[src/rtl/pgw_pkg.sv]
package pgw_pkg;
  typedef enum logic [2:0] {
    S_IDLE,
    S_L1_ASK,
    S_L1_WAIT,
    S_L2_ASK,
    S_L2_WAIT,
    S_DONE
  } walk_state_e;

  localparam int PRESENT_BIT = 0;
  localparam int RD_BIT      = 1;
  localparam int WR_BIT      = 2;
  localparam int ENT_SHIFT   = 2;  // entries are four bytes
endpackage

[src/rtl/pgw_addr_gen.sv]
module pgw_addr_gen
  import pgw_pkg::*;
#(
  parameter int ADDR_W = 32,
  parameter int OFF_W  = 12,
  parameter int IDX_W  = 10
) (
  input  logic [ADDR_W-1:0] base_i,
  input  logic [IDX_W-1:0]  idx_i,
  output logic [ADDR_W-1:0] addr_o
);
  logic [ADDR_W-1:0] aligned;
  logic [ADDR_W-1:0] offs;

  // table bases are page aligned; any flag bits below are dropped
  assign aligned = {base_i[ADDR_W-1:OFF_W], {OFF_W{1'b0}}};
  assign offs    = ADDR_W'({idx_i, {ENT_SHIFT{1'b0}}});
  assign addr_o  = aligned + offs;
endmodule

[src/rtl/pgw_entry_check.sv]
module pgw_entry_check
  import pgw_pkg::*;
#(
  parameter int ADDR_W = 32
) (
  input  logic [ADDR_W-1:0] entry_i,
  input  logic              is_leaf_i,
  input  logic              is_write_i,
  output logic              fault_o
);
  logic perm_ok;

  assign perm_ok = is_write_i ? entry_i[WR_BIT] : entry_i[RD_BIT];
  assign fault_o = !entry_i[PRESENT_BIT] || (is_leaf_i && !perm_ok);
endmodule

[src/rtl/pgw_walk_fsm.sv]
module pgw_walk_fsm
  import pgw_pkg::*;
#(
  parameter int ADDR_W   = 32,
  parameter int OFF_W    = 12,
  parameter int HINT_LSB = 3,
  parameter int HINT_W   = 6
) (
  input  logic              clk,
  input  logic              rst_n,
  input  logic              req_valid,
  output logic              req_ready,
  input  logic [ADDR_W-1:0] req_vaddr,
  input  logic              req_write,
  output logic              mem_req_valid,
  input  logic              mem_req_ready,
  input  logic              mem_rsp_valid,
  input  logic [ADDR_W-1:0] mem_rsp_data,
  input  logic              step_fault,
  output logic              on_leaf,
  output logic [ADDR_W-1:0] va_q,
  output logic              wr_q,
  output logic [ADDR_W-1:0] dir_ent_q,
  output logic              rsp_valid,
  input  logic              rsp_ready,
  output logic              rsp_fault,
  output logic [ADDR_W-1:0] rsp_paddr,
  output logic [HINT_W-1:0] rsp_hints
);
  walk_state_e       st;
  logic              fault_q;
  logic [ADDR_W-1:0] pa_q;
  logic [HINT_W-1:0] hint_q;

  always_ff @(posedge clk or negedge rst_n) begin
    if (!rst_n) begin
      st        <= S_IDLE;
      va_q      <= '0;
      wr_q      <= 1'b0;
      dir_ent_q <= '0;
      fault_q   <= 1'b0;
      pa_q      <= '0;
      hint_q    <= '0;
    end else begin
      case (st)
        S_IDLE: if (req_valid) begin
          va_q <= req_vaddr;
          wr_q <= req_write;
          st   <= S_L1_ASK;
        end
        S_L1_ASK: if (mem_req_ready) st <= S_L1_WAIT;
        S_L1_WAIT: if (mem_rsp_valid) begin
          if (step_fault) begin
            fault_q <= 1'b1;
            pa_q    <= '0;
            hint_q  <= '0;
            st      <= S_DONE;
          end else begin
            dir_ent_q <= mem_rsp_data;
            st        <= S_L2_ASK;
          end
        end
        S_L2_ASK: if (mem_req_ready) st <= S_L2_WAIT;
        S_L2_WAIT: if (mem_rsp_valid) begin
          fault_q <= step_fault;
          pa_q    <= step_fault ? '0 : {mem_rsp_data[ADDR_W-1:OFF_W], va_q[OFF_W-1:0]};
          hint_q  <= step_fault ? '0 : mem_rsp_data[HINT_LSB +: HINT_W];
          st      <= S_DONE;
        end
        S_DONE: if (rsp_ready) st <= S_IDLE;
        default: st <= S_IDLE;
      endcase
    end
  end

  assign req_ready     = (st == S_IDLE);
  assign mem_req_valid = (st == S_L1_ASK) || (st == S_L2_ASK);
  assign on_leaf       = (st == S_L2_ASK) || (st == S_L2_WAIT);
  assign rsp_valid     = (st == S_DONE);
  assign rsp_fault     = fault_q;
  assign rsp_paddr     = pa_q;
  assign rsp_hints     = hint_q;

  // a stalled fetch keeps its address
  p_fetch_hold_r8: assert property (@(posedge clk) disable iff (!rst_n)
    mem_req_valid && !mem_req_ready |=> mem_req_valid && $stable(va_q) && $stable(on_leaf));

  // after a fetch is taken, no new fetch until a response
  p_one_read_r8: assert property (@(posedge clk) disable iff (!rst_n)
    mem_req_valid && mem_req_ready |=> !mem_req_valid);

  // a stalled result holds
  p_result_hold_r9: assert property (@(posedge clk) disable iff (!rst_n)
    rsp_valid && !rsp_ready |=> rsp_valid && $stable(rsp_fault) && $stable(rsp_paddr)
      && $stable(rsp_hints) && $stable(va_q) && $stable(wr_q));

  // a walk ending at the first level is always a fault
  p_l1_end_fault_r4: assert property (@(posedge clk) disable iff (!rst_n)
    $rose(rsp_valid) && !$past(on_leaf) |-> rsp_fault);

  // a translation only follows a present, permitted leaf
  p_leaf_ok_r6: assert property (@(posedge clk) disable iff (!rst_n)
    $rose(rsp_valid) && !rsp_fault |-> $past(on_leaf) && $past(mem_rsp_data[PRESENT_BIT])
      && (wr_q ? $past(mem_rsp_data[WR_BIT]) : $past(mem_rsp_data[RD_BIT])));

  // page number comes from the leaf that ended the walk
  p_paddr_r7: assert property (@(posedge clk) disable iff (!rst_n)
    $rose(rsp_valid) && !rsp_fault |-> rsp_paddr[ADDR_W-1:OFF_W] == $past(mem_rsp_data[ADDR_W-1:OFF_W]));
endmodule

[src/rtl/pgw_top.sv]
module pgw_top
  import pgw_pkg::*;
#(
  parameter int ADDR_W   = 32,
  parameter int OFF_W    = 12,
  parameter int HINT_LSB = 3,
  parameter int HINT_W   = 6
) (
  input  logic              clk,
  input  logic              rst_n,
  input  logic [ADDR_W-1:0] dir_base,
  input  logic              req_valid,
  output logic              req_ready,
  input  logic [ADDR_W-1:0] req_vaddr,
  input  logic              req_write,
  output logic              mem_req_valid,
  input  logic              mem_req_ready,
  output logic [ADDR_W-1:0] mem_req_addr,
  input  logic              mem_rsp_valid,
  input  logic [ADDR_W-1:0] mem_rsp_data,
  output logic              rsp_valid,
  input  logic              rsp_ready,
  output logic              rsp_fault,
  output logic [ADDR_W-1:0] rsp_paddr,
  output logic [HINT_W-1:0] rsp_hints,
  output logic [ADDR_W-1:0] rsp_vaddr,
  output logic              rsp_write
);
  localparam int LEVELS = 2;
  localparam int IDX_W  = (ADDR_W - OFF_W) / LEVELS;

  logic              on_leaf;
  logic              step_fault;
  logic [ADDR_W-1:0] va_q;
  logic              wr_q;
  logic [ADDR_W-1:0] dir_ent_q;
  logic [ADDR_W-1:0] lvl_base [LEVELS];
  logic [ADDR_W-1:0] lvl_addr [LEVELS];

  assign lvl_base[0] = dir_base;
  assign lvl_base[1] = dir_ent_q;

  for (genvar l = 0; l < LEVELS; l++) begin : g_lvl
    pgw_addr_gen #(.ADDR_W(ADDR_W), .OFF_W(OFF_W), .IDX_W(IDX_W)) u_ag (
      .base_i (lvl_base[l]),
      .idx_i  (va_q[ADDR_W-1-l*IDX_W -: IDX_W]),
      .addr_o (lvl_addr[l])
    );
  end

  assign mem_req_addr = on_leaf ? lvl_addr[1] : lvl_addr[0];

  pgw_entry_check #(.ADDR_W(ADDR_W)) u_chk (
    .entry_i    (mem_rsp_data),
    .is_leaf_i  (on_leaf),
    .is_write_i (wr_q),
    .fault_o    (step_fault)
  );

  pgw_walk_fsm #(.ADDR_W(ADDR_W), .OFF_W(OFF_W), .HINT_LSB(HINT_LSB), .HINT_W(HINT_W)) u_fsm (
    .clk           (clk),
    .rst_n         (rst_n),
    .req_valid     (req_valid),
    .req_ready     (req_ready),
    .req_vaddr     (req_vaddr),
    .req_write     (req_write),
    .mem_req_valid (mem_req_valid),
    .mem_req_ready (mem_req_ready),
    .mem_rsp_valid (mem_rsp_valid),
    .mem_rsp_data  (mem_rsp_data),
    .step_fault    (step_fault),
    .on_leaf       (on_leaf),
    .va_q          (va_q),
    .wr_q          (wr_q),
    .dir_ent_q     (dir_ent_q),
    .rsp_valid     (rsp_valid),
    .rsp_ready     (rsp_ready),
    .rsp_fault     (rsp_fault),
    .rsp_paddr     (rsp_paddr),
    .rsp_hints     (rsp_hints)
  );

  assign rsp_vaddr = va_q;
  assign rsp_write = wr_q;

  // no new request is taken while a result waits
  p_busy_no_accept_r9: assert property (@(posedge clk) disable iff (!rst_n)
    rsp_valid |-> !req_ready);
endmodule

[config.mk]
export PLATFORM = sky130hd
export DESIGN_NAME = pgw_top
export DESIGN_NICKNAME = d
export VERILOG_FILES = /design/src/rtl/pgw_pkg.sv /design/src/rtl/pgw_addr_gen.sv /design/src/rtl/pgw_entry_check.sv /design/src/rtl/pgw_walk_fsm.sv /design/src/rtl/pgw_top.sv
export SDC_FILE = /design/constraint.sdc
export NUM_CORES = 1
export LEC_CHECK = 0
export ABC_AREA = 1
export BUFFER_PORTS_ARGS = -buffer_cell sky130_fd_sc_hd__buf_2
export CAP_MARGIN = 20
export CELL_PAD_IN_SITES_DETAIL_PLACEMENT = 0
export CELL_PAD_IN_SITES_GLOBAL_PLACEMENT = 1
export CORE_MARGIN = 4
export CORE_UTILIZATION = 34
export CTS_BUF_LIST = sky130_fd_sc_hd__clkbuf_4 sky130_fd_sc_hd__clkbuf_8
export DETAILED_ROUTE_END_ITERATION = 8
export GPL_TIMING_DRIVEN = 0
export PLACE_DENSITY = 0.93
export SKIP_LAST_GASP = 1
export SLEW_MARGIN = 20
export SYNTH_ARGS = -nofsm -noshare
export SYNTH_HDL_FRONTEND = slang
export SYNTH_SLANG_ARGS = --single-unit
[constraint.sdc]
create_clock -name clk -period 1.93 [get_ports clk]
set_input_delay 0.2895 -clock clk [delete_from_list [all_inputs] [get_ports clk]]
set_output_delay 0.2895 -clock clk [all_outputs]
set_load 0.02 [all_outputs]
Word level (Yosys, flattened, before mapping)
Cells that the tools add are included.
{"block": "word_totals", "regBits": 107, "inputBits": 103, "out_inout_bits": 107}
{"block": "op_classes", "n_addsub": 2, "n_eq_ne": 12, "mux": 24, "bitwise_logic": 1, "reduce_logical": 12}
{"operator": "$mux 32", "count": 5}
{"operator": "$add 32x12->32", "count": 2}
{"operator": "$pmux 32 s2", "count": 1}
{"operator": "$mux 6", "count": 4}
{"operator": "$mux 3", "count": 7}
{"operator": "$pmux 3 s6", "count": 1}
{"operator": "$pmux 6 s2", "count": 1}
{"operator": "$ne 2x2->1 const B", "count": 5}
{"operator": "$eq 3x2->1 const B", "count": 2}
{"operator": "$eq 3x3->1 const B", "count": 2}
{"operator": "$reduce_and 6->1", "count": 1}
{"operator": "$mux 1", "count": 4}
{"operator": "$ne 2x1->1 const B", "count": 2}
{"operator": "$reduce_and 4->1", "count": 1}
{"operator": "$eq 3x1->1 const B", "count": 1}
{"operator": "$logic_not 3->1", "count": 1}
{"operator": "$logic_or 1x1->1", "count": 3}
{"operator": "$reduce_and 3->1", "count": 1}
{"operator": "$logic_not 1->1", "count": 2}
{"operator": "$pmux 1 s2", "count": 1}
{"operator": "$reduce_and 2->1", "count": 1}
{"operator": "$reduce_bool 2->1", "count": 1}
{"operator": "$logic_and 1x1->1", "count": 1}
{"operator": "$not 1->1", "count": 1}

Depth between registers and ports, before layout
Gate-level depths: netlist (run 1).
{"block": "logic_depth", "ltp_word": 7, "mapped_depth": 10, "mapped_depth_nobuf": 9}

Hierarchy
From an unflattened synthesis (run 1), not the netlist that was laid out.
{"block": "hier_totals", "hier_cells": 675, "area_unflattened_um2": 5397.7}
{"mod": "pgw_walk_fsm", "instances": 1, "cells_each": 500, "area_per_inst_um2": 4398.0, "seq_area_each_um2": 2677.6}
{"mod": "pgw_top", "instances": 1, "cells_each": 104, "area_per_inst_um2": 491.7, "seq_area_each_um2": 0.0}
{"mod": "pgw_addr_gen", "instances": 2, "cells_each": 33, "area_per_inst_um2": 244.0, "seq_area_each_um2": 0.0}
{"mod": "pgw_entry_check", "instances": 1, "cells_each": 5, "area_per_inst_um2": 20.0, "seq_area_each_um2": 0.0}

Least setup slack after synthesis (run 1)
No wires, ideal clock.
{"block": "synth_timing", "path_type": "register to output", "start": "reg u_fsm.st[1]", "end": "out mem_req_addr[12]", "t_arrival_ns": 1.384, "path_slack_ns": 0.256, "stages_incl_launch_ff": 8, "path_buffers": 3, "cell_sequence": "dfrtp_1 > buf_2 > nor2_2 > nand2_4 > nand2_4 > buf_4 > buf_4 > a21oi_1"}
{"block": "synth_via", "elab_chain_len": 3, "elab_cells_between_ends": 4, "cone_classes": "eq/ne (2); mux (1); reduce/logical (1)"}
{"item": "from (decl)", "line_no": "pgw_walk_fsm.sv:30", "source": "walk_state_e st;"}
{"item": "from (signal assigned)", "line_no": "pgw_walk_fsm.sv:37", "source": "st <= S_IDLE;"}
{"item": "from (signal assigned)", "line_no": "pgw_walk_fsm.sv:49", "source": "st <= S_L1_ASK;"}
{"item": "from (signal assigned)", "line_no": "pgw_walk_fsm.sv:51", "source": "S_L1_ASK: if (mem_req_ready) st <= S_L1_WAIT;"}
{"item": "$eq 3x2->1 / $eq 3x3->1 (equally long branches)", "line_no": "pgw_walk_fsm.sv:78", "source": "assign on_leaf = (st == S_L2_ASK) || (st == S_L2_WAIT);"}
{"item": "$logic_or 1x1->1 (*)", "line_no": "pgw_walk_fsm.sv:78"}
{"item": "$mux 32 (*)", "line_no": "pgw_top.sv:51", "source": "assign mem_req_addr = on_leaf ? lvl_addr[1] : lvl_addr[0];"}
{"item": "to (decl)", "line_no": "pgw_top.sv:18", "source": "output logic [ADDR_W-1:0] mem_req_addr,"}
Mark *: on every way between the ends. The rest lies on a longest branch, timed or not.

Final worst setup path (run 1)
{"block": "layout_timing", "start": "reg u_fsm.st[1]", "end": "out mem_req_addr[29]"}
The elaborated chain is that of the path after synthesis.

==> metrics.md, run 1 <==
| Metric | Value |
|---|---|
| Status | `complete, but fails checks` |
| Failing checks | `setup timing` |
| Hold Startpoint | `req_vaddr[27]` |
| Layout cell share with drive strength beyond 1 | `0.4345` |
| Register cell area after layout | `2380 sq um` |
| Maximum clock insertion buffer count | `2` |
| Clock Latency Late Sink | `0.37 ns` |
| Yosys warnings | `0` |
| Fin cells | `913` |
| Wire per inst | `16.23 um` |
| Total CTS buffers | `9` |
| Core ar. | `12670 sq um` |
| GR Util All Layers | `0.1991` |
| Initial DRC Count | `213` |
| R2R depth | `7` |
| Critical path required time | `1.64 ns` |
| DR vias | `4448` |
| Largest net degree at the start of global routing | `55` |
| Final worst slack | `-0.1799 ns` |
| Antenna violations before repair | `0` |
| Port Buffers | `191` |
| Multi-input combinational cell area | `1922 sq um` |
| Setup Skew | `0.009953 ns` |
| Cells after DPL | `880` |
| Wire length of the first global-routing pass | `23090 um` |
| Crit-path max FO | `5` |
| Nets | `839` |
| DRT Pass-1 Iters | `4` |
| Synth unique cells | `25` |
| Crit Reg-Reg Endpoint | `u_fsm.rsp_paddr[12]$_DFFE_PN0P_` |
| Global route overflow | `0` |
| Fin Setup TNS | `-3.499 ns` |
| Fillers | `1241` |
| Clk pin slew, worst setup/hold paths | `0.10 ns` |
| Antenna Nets Post-Route | `0` |
| Reg2Reg Setup Slack | `0.24 ns` |
| Register bit count reported by yosys | `95` |
| Crit path time final | `2.110 ns` |
| WP data arrival | `1.82 ns` |
| CP endpoint kind | `primary output` |
| Hold crit path type | `input pin to register` |
| Crit start category | `register` |
| CTS Root Cell | `clkbuf_8` |
| Final WL | `14820 um` |
| Boundary Pins | `210` |
| Area growth syn-to-layout | `48.08%` |
| H-tree Lvls | `3` |
| Seq/Total Area, Yosys | `0.5370` |
| Die span in y | `122.1 um` |
| Ant diodes | `0` |
| Fmax | `473.9 MHz` |
| Worst r2r src | `u_fsm.st[1]$_DFFE_PN0P_` |
| HPWL Detailed | `10360 um` |
| Full die area | `14910 sq um` |
| Fin. Hold Viols | `0` |
| Mean Syn Cell Area | `8.596 sq um` |
| Final Wtd Congestion | `0.8053` |
| Num rows | `41` |
| Hold endpoint | `u_fsm.va_q[27]$_DFFE_PN0P_` |
| Post-synthesis cell area | `4427 sq um` |
| Starting Density | `0.3494` |
| Vias/cell | `4.872` |
| TritonCTS clock tree | `built` |
| Fin crit share | `1.093` |
| Slew Viols, Final | `0` |
| DRC violations left | `0` |
| PwrDens | `1559 nW/um^2` |
| Final setup vio count | `30` |
| CP Class | `register to primary output` |
| Syn Inst Count | `515` |
| RSZ-0062 raised after global routing | `true` |
| Peak VDD IR | `1032 uV` |
| Die span in x | `122.1 um` |
| Worst Hold Depth | `3` |
| Leakage Power | `3.362 nW` |
| Maxcap violations | `0` |
| CTS sink cnt | `95` |
| Vias in the first global route | `4459` |
per-layer routing:
layer	wire length, um	up-vias	track usage
met5	0	-	0
met4	182	0	0.06298
met3	1241	16	0.06267
met2	7215	172	0.3294
met1	6180	2123	0.2491
li1	-	2137	-
cells in the final DEF (no fill, tap or decap), types with 2 or more instances in the layout:
cell type and count:
a21oi_2 15, a21oi_4 5, buf_12 7, buf_16 3
buf_2 175, buf_4 28, buf_6 26, clkbuf_1 7
clkbuf_2 2, clkbuf_8 12, conb_1 2, dfrtp_1 93
dfrtp_2 2, inv_1 30, inv_2 3, mux2_2 2
mux2_4 8, nand2_1 138, nand2_2 3, nand2_8 2
nand3_1 37, nand4_1 40, nor2_1 8, nor2_2 10
nor2_4 10, o21ai_0 21, o21ai_1 39
state kept, by name (all words and copies together), names as in the netlist:
| signal | count |
|---|---|
| u_fsm.wr_q | 1 |
| u_fsm.st | 3 |
| u_fsm.va_q | 32 |
| u_fsm.dir_ent_q | 20 |
| u_fsm.rsp_fault | 1 |
| u_fsm.rsp_paddr | 32 |
| u_fsm.rsp_hints | 6 |
cells in the mapped netlist:
| cell type | number | area share |
|---|---|---|
| clkbuf_2 | 2 | 0.0023 |
| o21ai_0 | 21 | 0.024 |
| nand4_1 | 40 | 0.057 |
| dfrtp_1 | 95 | 0.54 |
| inv_1 | 31 | 0.026 |
| nand3_1 | 38 | 0.043 |
| nand3_2 | 1 | 0.0023 |
| clkbuf_1 | 7 | 0.0059 |
| inv_2 | 3 | 0.0025 |
| a31o_1 | 1 | 0.0020 |
| nor2_1 | 26 | 0.022 |
| a21oi_1 | 21 | 0.024 |
| nor2_2 | 1 | 0.0014 |
| mux2_2 | 2 | 0.0051 |
| buf_2 | 19 | 0.021 |
| buf_6 | 7 | 0.018 |
| nand2_1 | 138 | 0.12 |
| o21ai_1 | 39 | 0.044 |
| mux2_1 | 8 | 0.020 |
| nor2_4 | 1 | 0.0025 |
| buf_4 | 7 | 0.012 |
| nand2_2 | 3 | 0.0042 |
| conb_1 | 1 | 0.00085 |
| buf_1 | 1 | 0.00085 |
| nand2_4 | 2 | 0.0051 |
cell families after synthesis:
family / count (synthesis) / synth area share
flops: 95 / 0.5370
mux: 10 / 0.02544
simple gates: 250 / 0.2541
compound gates: 82 / 0.09356
other cells: 1 / 0.0008471
buf+inv: 77 / 0.08903
worst max-delay path by stage:
stage | startpoint | to | cells past startpoint
2_1_floorplan | u_fsm.st[1]$_DFFE_PN0P_ | mem_req_addr[12] | 7
3_3_place_gp | rst_n | u_fsm.rsp_paddr[20]$_DFFE_PN0P_ | 1
3_5_place_dp | u_fsm.st[1]$_DFFE_PN0P_ | mem_req_addr[8] | 7
4_1_cts | u_fsm.st[0]$_DFFE_PN0P_ | mem_req_addr[8] | 7
5_1_grt | u_fsm.st[2]$_DFFE_PN0P_ | mem_req_addr[30] | 10
6_report | u_fsm.st[1]$_DFFE_PN0P_ | mem_req_addr[29] | 9
repair_timing:
item | CTS | global route
hold buffers | 1 | 0
setup endpoints to repair | 31 | 32
cloned | 3 | 1
gates resized for setup | 95 | 41
pin swaps | 6 | 11
buffers inserted | 14 | 1
endpoints found under the hold margin | 41 | 0
through the flow:
| step | area (sq um) | worst slack, ns | util | power, mW | hold slack (ns) |
|---|---|---|---|---|---|
| 3_3_place_gp | 5602 | -0.4534 | 0.4421 | 7.248 | 0.4685 |
| 2_1_floorplan | 4431 | 0.2564 | - | 5.791 | -0.006091 |
| 4_1_cts | 6397 | -0.2157 | 0.5049 | 10.04 | 0.1145 |
| 6_report | 6555 | -0.1799 | 0.5173 | 10.22 | 0.1398 |
| 3_5_place_dp | 5635 | -0.04723 | 0.4448 | 7.315 | 0.2440 |
| 5_1_grt | 6555 | -0.2804 | 0.5173 | 10.88 | 0.1166 |
report_power, final:
part | leakage (nW) | switching [mW] | total (mW) | internal [mW]
Sequential | 1.23 | 0.431 | 3.08 | 2.65
Combinational | 2.03 | 3.28 | 5.70 | 2.42
Clock | 0.109 | 0.732 | 1.44 | 0.708
Total | 3.36 | 4.45 | 10.2 | 5.77
cell type report:
cell class              instances  share of cell area
plain buffers                  41             0.04791
inverters                      34             0.01985
multi-input cells             344              0.2932
flip-flops and latches         95              0.3630
repair buffers                211              0.2102
clock inverters                 4            0.007826
clock buffers                  12             0.02520
well taps                     172             0.03283
critical path, stage by stage, from the launching register on:
cell and delay (ns):
dfrtp_2 0.45, buf_6 0.13, nand3_4 0.10, nand2_8 0.08, buf_12 0.14, buf_12 0.12
buf_12 0.13, nor2_2 0.10, a21oi_2 0.04, buf_4 0.15
Note: power is estimated with default switching activity, not from simulation.
==> inputs of run 2 (changes only) <==
ABC_CLOCK_PERIOD_IN_PS = 1930   (was not set)
SETUP_SLACK_MARGIN = 0.3   (was not set)
==> metrics.md, run 2 (synthesis gave the netlist of run 1 again) <==
| Metric | Value |
|---|---|
| Met2 WL | `6969 um (-3.4%)` |
| Switching Fraction | `0.4291 (-0.005909)` |
| Initial DRC Count | `264 (+24%)` |
| Cells after DPL | `880 (unchanged)` |
| Crit-path leading delay family | `flip-flops` |
| Slew Viols, Final | `0 (unchanged)` |
| Critical path required time | `1.64 ns (about the same)` |
| WP data arrival | `1.85 ns (+0.03 ns)` |
| Final worst slack | `-0.2121 ns (-0.03215 ns)` |
| Fin Setup TNS | `-3.664 ns (-0.1656 ns)` |
| Met1 WL | `6203 um (+0.37%)` |
| Layout cell share with drive strength beyond 1 | `0.4008 (-0.03375)` |
| Most common cell on crit path | `buf_12` |
| DRT Pass-1 Iters | `4 (unchanged)` |
| GR Util All Layers | `0.1949 (-0.004241)` |
| Die span in x | `122.1 um (unchanged)` |
| CTS Root Cell | `clkbuf_8` |
| Num rows | `41 (unchanged)` |
| Full die area | `14910 sq um (unchanged)` |
| Maximum clock insertion buffer count | `2 (unchanged)` |
| Hold crit path type | `input pin to register` |
| Final Wtd Congestion | `0.8398 (+4.3%)` |
| Wire per inst | `15.83 um (-2.5%)` |
| Crit path max-delay cell type | `dfrtp_2` |
| WP buf/inv | `3 (-2)` |
| Starting Density | `0.3494 (unchanged)` |
| Global route overflow | `0 (unchanged)` |
| Boundary Pins | `210 (unchanged)` |
| Failing checks | `setup timing` |
| Fin. Hold Viols | `0 (unchanged)` |
| CP Class | `register to primary output` |
| Largest net degree at the start of global routing | `55 (unchanged)` |
| Area growth syn-to-layout | `48.59%` |
| Worst r2r src | `u_fsm.st[2]$_DFFE_PN0P_` |
| TritonCTS clock tree | `built` |
| PwrDens | `1533 nW/um^2 (-1.6%)` |
| Clock Power Share | `0.125 (-0.016)` |
| Commonest non-fill, non-tap cell in the layout | `buf_2` |
| Highest metal used | `met4` |
| Clk pin slew, worst setup/hold paths | `0.10 ns (about the same)` |
| Most frequent cells in the layout | `163 x buf_2, 138 x nand2_1, 94 x dfrtp_1` |
| Final WL | `14690 um (-0.89%)` |
| Nets | `854 (+1.8%)` |
| Post-Place Worst Slack | `-0.05593 ns (-0.008700 ns)` |
| Comb power frac | `0.571 (+0.013)` |
| Internal Pwr Total | `5.758 mW (-0.26%)` |
| Status | `complete, but fails checks` |
| Vias in the first global route | `4372 (-2.0%)` |
| Ant diodes | `0 (unchanged)` |
| Crit-path max cell delay | `0.47 ns (+0.02 ns)` |
| DRC violations left | `0 (unchanged)` |
| Die span in y | `122.1 um (unchanged)` |
| RSZ-0062 raised after global routing | `true` |
| Crit path launch | `u_fsm.st[0]$_DFFE_PN0P_` |
| Leakage Power | `3.468 nW (+3.1%)` |
| Port Buffers | `191 (unchanged)` |
| H-tree Lvls | `3 (unchanged)` |
| Core ar. | `12670 sq um (unchanged)` |
| Maxcap violations | `0 (unchanged)` |
| Post-DP Area | `5635 sq um (unchanged)` |
| HPWL Detailed | `10220 um (-1.3%)` |
| Sequential Power Share | `0.304 (+0.003)` |
| Total CTS buffers | `9 (unchanged)` |
| Worst-margin pin slew | `0.6193 ns` |
| Fin crit share | `1.110 (+0.01666)` |
| Setup Skew | `0.009147 ns (-0.0008065 ns)` |
| Antenna violations before repair | `0 (unchanged)` |
| Fin cells | `928 (+1.6%)` |
| Hold Startpoint | `req_vaddr[21]` |
| Crit-path max FO | `5 (unchanged)` |
| Fmax | `466.8 MHz (-1.5%)` |
| Design Area, Final | `6578 sq um (+0.34%)` |
| Peak VDD IR | `1359 uV (+32%)` |
| Sw power | `4.328 mW (-2.6%)` |
| Tot Pwr | `10.09 mW (-1.3%)` |
| DR vias | `4438 (-0.22%)` |
| CP endpoint kind | `primary output` |
| Wire length of the first global-routing pass | `22620 um (-2.1%)` |
| CTS sink cnt | `95 (unchanged)` |
| Crit path time final | `2.142 ns (+0.03215 ns)` |
| Max-slew headroom | `0.5872` |
| Clock Latency Late Sink | `0.37 ns (about the same)` |
| DR WL met3 | `1298 um (+4.6%)` |
| Antenna Nets Post-Route | `0 (unchanged)` |
| Vias/cell | `4.782 (-1.8%)` |
| Reg2Reg Setup Slack | `0.25 ns (about the same)` |
| Final setup vio count | `30 (unchanged)` |
| CP Cell Sequence | `nor2_4 -> nand2_4 -> nand2_8 -> buf_12 -> buf_12 -> mux2_4 -> buf_6` |
| Crit start category | `register` |
[run 2: layout make-up]
type	instances	area [sq um]
tap	172	215.2
fill	1243	6093
inverter	34	132.6
timing repair buffer	223	1521
buffer	43	380.4
clock buffer	10	137.6
multi-input combinational	345	1768
clock inverter	6	43.79
sequential	95	2379
[run 2: routing by layer]
layer | up-vias | GRT usage
met5 | - | 0
met4 | 0 | 0.06228
met3 | 16 | 0.05989
met2 | 165 | 0.3101
met1 | 2080 | 0.2550
li1 | 2177 | -
[run 2: power by group through the flow]
stage	Sequential, mW	Combinational [mW]	Clock, mW
after floorplan	3.51	2.31	0
after global placement	3.07	4.18	0
after detailed placement	3.07	4.23	0
after CTS	3.07	5.36	1.30
after global routing	3.17	6.22	1.37
final	3.07	5.76	1.26
[run 2: per-stage QoR]
stage,hold slack [ns],util
after floorplan,-0.006091,-
after detailed placement,0.2420,0.4448
after global placement,0.4672,0.4421
final,0.1356,0.5191
after CTS,0.1065,0.4978
after global routing,0.1231,0.5191
[run 2: worst min-delay path: cells and delay by family]
| family | cells | cell delay (ns) |
|---|---|---|
| simple gates | 2 | 0.12 |
| buf+inv | 1 | 0.07 |
[run 2: worst paths after layout]
check | end | cells past startpoint
min in group asynchronous | u_fsm.va_q[0]$_DFFE_PN0P_ | 2
min | u_fsm.va_q[21]$_DFFE_PN0P_ | 3
min reg2reg | u_fsm.rsp_paddr[5]$_DFFE_PN0P_ | 2
max | mem_req_addr[8] | 7
max in group asynchronous | u_fsm.st[0]$_DFFE_PN0P_ | 3
max reg2reg | u_fsm.rsp_paddr[17]$_DFFE_PN0P_ | 12
[run 2: timing repair]
item | in CTS | in global routing
gates cloned | 5 | 5
hold buffers | 1 | 0
pin swaps | 5 | 12
gates resized for setup | 85 | 48
setup endpoints to repair | 37 | 119
setup buffers | 12 | 9
hold endpoints to repair | 41 | 0
==> inputs of run 3 (changes only) <==
CAP_MARGIN = not set   (was 20)
CORE_UTILIZATION = 36   (was 34)
PLACE_DENSITY = 0.94   (was 0.93)
SYNTH_HIERARCHICAL = 1   (was not set)
==> metrics.md, run 3 <==
| Metric | Value |
|---|---|
| CTS sink cnt | `95 (unchanged)` |
| CTS Root Cell | `clkbuf_8` |
| Most frequent cells in the layout | `175 x nand2_1, 140 x buf_2, 95 x dfrtp_1` |
| RSZ-0062 raised after global routing | `true` |
| Yosys warnings | `6 (+6)` |
| Initial DRC Count | `193 (-27%)` |
| Tot Pwr | `14.31 mW (+42%)` |
| Max-slew headroom | `0.5775 (-0.009706)` |
| Global route overflow | `0 (unchanged)` |
| Largest net degree at the start of global routing | `53 (-3.6%)` |
| Crit start category | `register` |
| Clock Latency Late Sink | `0.37 ns (about the same)` |
| Antenna Nets Post-Route | `0 (unchanged)` |
| Failing checks | `setup timing` |
| Wire per inst | `16.05 um (+1.4%)` |
| Fin crit share | `1.174 (+0.06371)` |
| CP Class | `register to primary output` |
| Peak VDD IR | `912.6 uV (-33%)` |
| Hold crit path type | `input pin to register` |
| Final WL | `16870 um (+15%)` |
| Crit path time final | `2.265 ns (+0.1230 ns)` |
| Final worst slack | `-0.3351 ns (-0.1230 ns)` |
| Area growth syn-to-layout | `67.37%` |
| HPWL Detailed | `11090 um (+8.6%)` |
| DRC violations left | `0 (unchanged)` |
| Wire length of the first global-routing pass | `25120 um (+11%)` |
| Multi-input combinational cell area | `2678 sq um (+51%)` |
| CP Cell Sequence | `buf_6 -> buf_4 -> nand2_1 -> nor2_2 -> nor2_4 -> inv_4 -> buf_8 -> buf_12 -> clkbuf_16 -> nand2_4 -> nand2_4 -> buf_6` |
| Fillers | `1161 (-6.6%)` |
| H-tree Lvls | `3 (unchanged)` |
| Antenna violations before repair | `2 (+2)` |
| WP data arrival | `1.98 ns (+0.13 ns)` |
| Vias/cell | `4.642 (-2.9%)` |
| Vias in the first global route | `4737 (+8.3%)` |
| TritonCTS clock tree | `built` |
| Nets | `971 (+14%)` |
| Boundary Pins | `210 (unchanged)` |
| DRT Pass-1 Iters | `5 (+1)` |
| Leakage Power | `4.723 nW (+36%)` |
| CP endpoint kind | `primary output` |
| PwrDens | `1728 nW/um^2 (+13%)` |
| Die span in x | `125.2 um (+2.6%)` |
| Final setup vio count | `63 (+110%)` |
| Post-Place Worst Slack | `-0.1083 ns (-0.05238 ns)` |
| Starting Density | `0.3706 (+0.02128)` |
| Port Buffers | `171 (-10%)` |
| Crit-path max cell delay | `0.39 ns (-0.08 ns)` |
| Die span in y | `125.2 um (+2.6%)` |
| Fin util | `0.6204 (+0.1013)` |
| Fin. Hold Viols | `0 (unchanged)` |
| Crit-path max FO | `5 (unchanged)` |
| Syn Inst Count | `627 (+22%)` |
| Fmax | `441.5 MHz (-5.4%)` |
| Commonest non-fill, non-tap cell in the layout | `nand2_1` |
| Crit path max-delay cell type | `dfrtp_1` |
| Maxcap violations | `0 (unchanged)` |
| Total CTS buffers | `9 (unchanged)` |
| Register cell area after layout | `2377 sq um (about the same)` |
| Fin Setup TNS | `-11.32 ns (-7.659 ns)` |
| DR vias | `4879 (+9.9%)` |
| Final Wtd Congestion | `0.8346 (-0.62%)` |
| Layout cell share with drive strength beyond 1 | `0.5727 (+0.1719)` |
| Maximum clock insertion buffer count | `2 (unchanged)` |
| Core ar. | `13350 sq um (+5.3%)` |
| GR Util All Layers | `0.2005 (+0.005633)` |
| Full die area | `15680 sq um (+5.2%)` |
| Num rows | `42 (+2.4%)` |
| Critical path required time | `1.64 ns (about the same)` |
| Setup Skew | `0.01237 ns (+0.003227 ns)` |
| Slew Viols, Final | `0 (unchanged)` |
| Worst-margin pin slew | `0.6338 ns (+0.01456 ns)` |
| Mean Syn Cell Area | `7.890 sq um (-8.2%)` |
| Status | `complete, but fails checks` |
| Post-synthesis cell area | `4947 sq um (+12%)` |
| Clk pin slew, worst setup/hold paths | `0.11 ns (about the same)` |
[run 3: final timing paths]
path | startpoint | end | slack, ns | depth (start not counted)
setup / recovery | u_fsm/st[0]$_DFFE_PN0P_ | mem_req_addr[7] | -0.34 | 12
hold / removal | req_vaddr[23] | u_fsm/va_q[23]$_DFFE_PN0P_ | 0.14 | 3
max in group asynchronous | rst_n | u_fsm/rsp_paddr[26]$_DFFE_PN0P_ | 0.91 | 3
min in group asynchronous | rst_n | u_fsm/va_q[22]$_DFFE_PN0P_ | 0.41 | 2
hold reg to reg | u_fsm/rsp_paddr[11]$_DFFE_PN0P_ | u_fsm/rsp_paddr[11]$_DFFE_PN0P_ | 0.47 | 2
setup reg to reg | u_fsm/st[0]$_DFFE_PN0P_ | u_fsm/rsp_paddr[17]$_DFFE_PN0P_ | -0.11 | 15
[run 3: metrics by stage]
| stage | instance area (sq um) | instances | hold slack (ns) |
|---|---|---|---|
| 6_report | 8280 | 1051 | 0.1410 |
| 5_1_grt | 8280 | 1051 | 0.1251 |
| 4_1_cts | 7736 | 1035 | 0.1157 |
| 3_5_place_dp | 6601 | 977 | 0.2538 |
| 3_3_place_gp | 6568 | 976 | 0.4487 |
| 2_1_floorplan | 5492 | 629 | -0.006091 |
[run 3: per-layer routing]
| metal | wire (um) | up-vias | track usage | share of wire |
|---|---|---|---|---|
| met3 | 881 | 33 | 0.04733 | 0.052 |
| met1 | 6785 | 2311 | 0.2506 | 0.40 |
| met4 | 520 | 0 | 0.06888 | 0.031 |
| li1 | - | 2383 | - | - |
| met5 | 0 | - | 0 | 0 |
| met2 | 8683 | 152 | 0.3417 | 0.51 |
[run 3: final cells by class]
| type | count | share of cell area |
|---|---|---|
| Multi-Input combinational cell | 419 | 0.3234 |
| Sequential cell | 95 | 0.2871 |
| Timing Repair Buffer | 226 | 0.2141 |
| Buffer | 105 | 0.1160 |
| Tap cell | 176 | 0.02659 |
| Clock buffer | 10 | 0.01662 |
| Clock inverter | 6 | 0.008008 |
| Inverter | 12 | 0.007555 |
| Antenna cell | 2 | 0.0006044 |
[run 3: critical path, delay by kind of cell (launching register included)]
| family | cells | cell delay (ns) |
|---|---|---|
| buffers and inverters | 7 | 0.87 |
| flip-flops | 1 | 0.39 |
| AND/OR/NAND/NOR | 5 | 0.35 |
[run 3: power breakdown]
part | total [mW] | switching (mW) | internal [mW]
registers | 3.53 | 0.649 | 2.88
logic | 9.38 | 5.03 | 4.35
clock network | 1.40 | 0.758 | 0.643
[run 3: timing repair]
action / in CTS / in global routing
pin swaps: 16 / 22
hold endpoints to repair: 43 / 0
gates cloned: 10 / 5
endpoints found under the setup margin: 99 / 125
hold buffers: 1 / 0
gates resized for setup: 144 / 100
setup buffers: 31 / 9
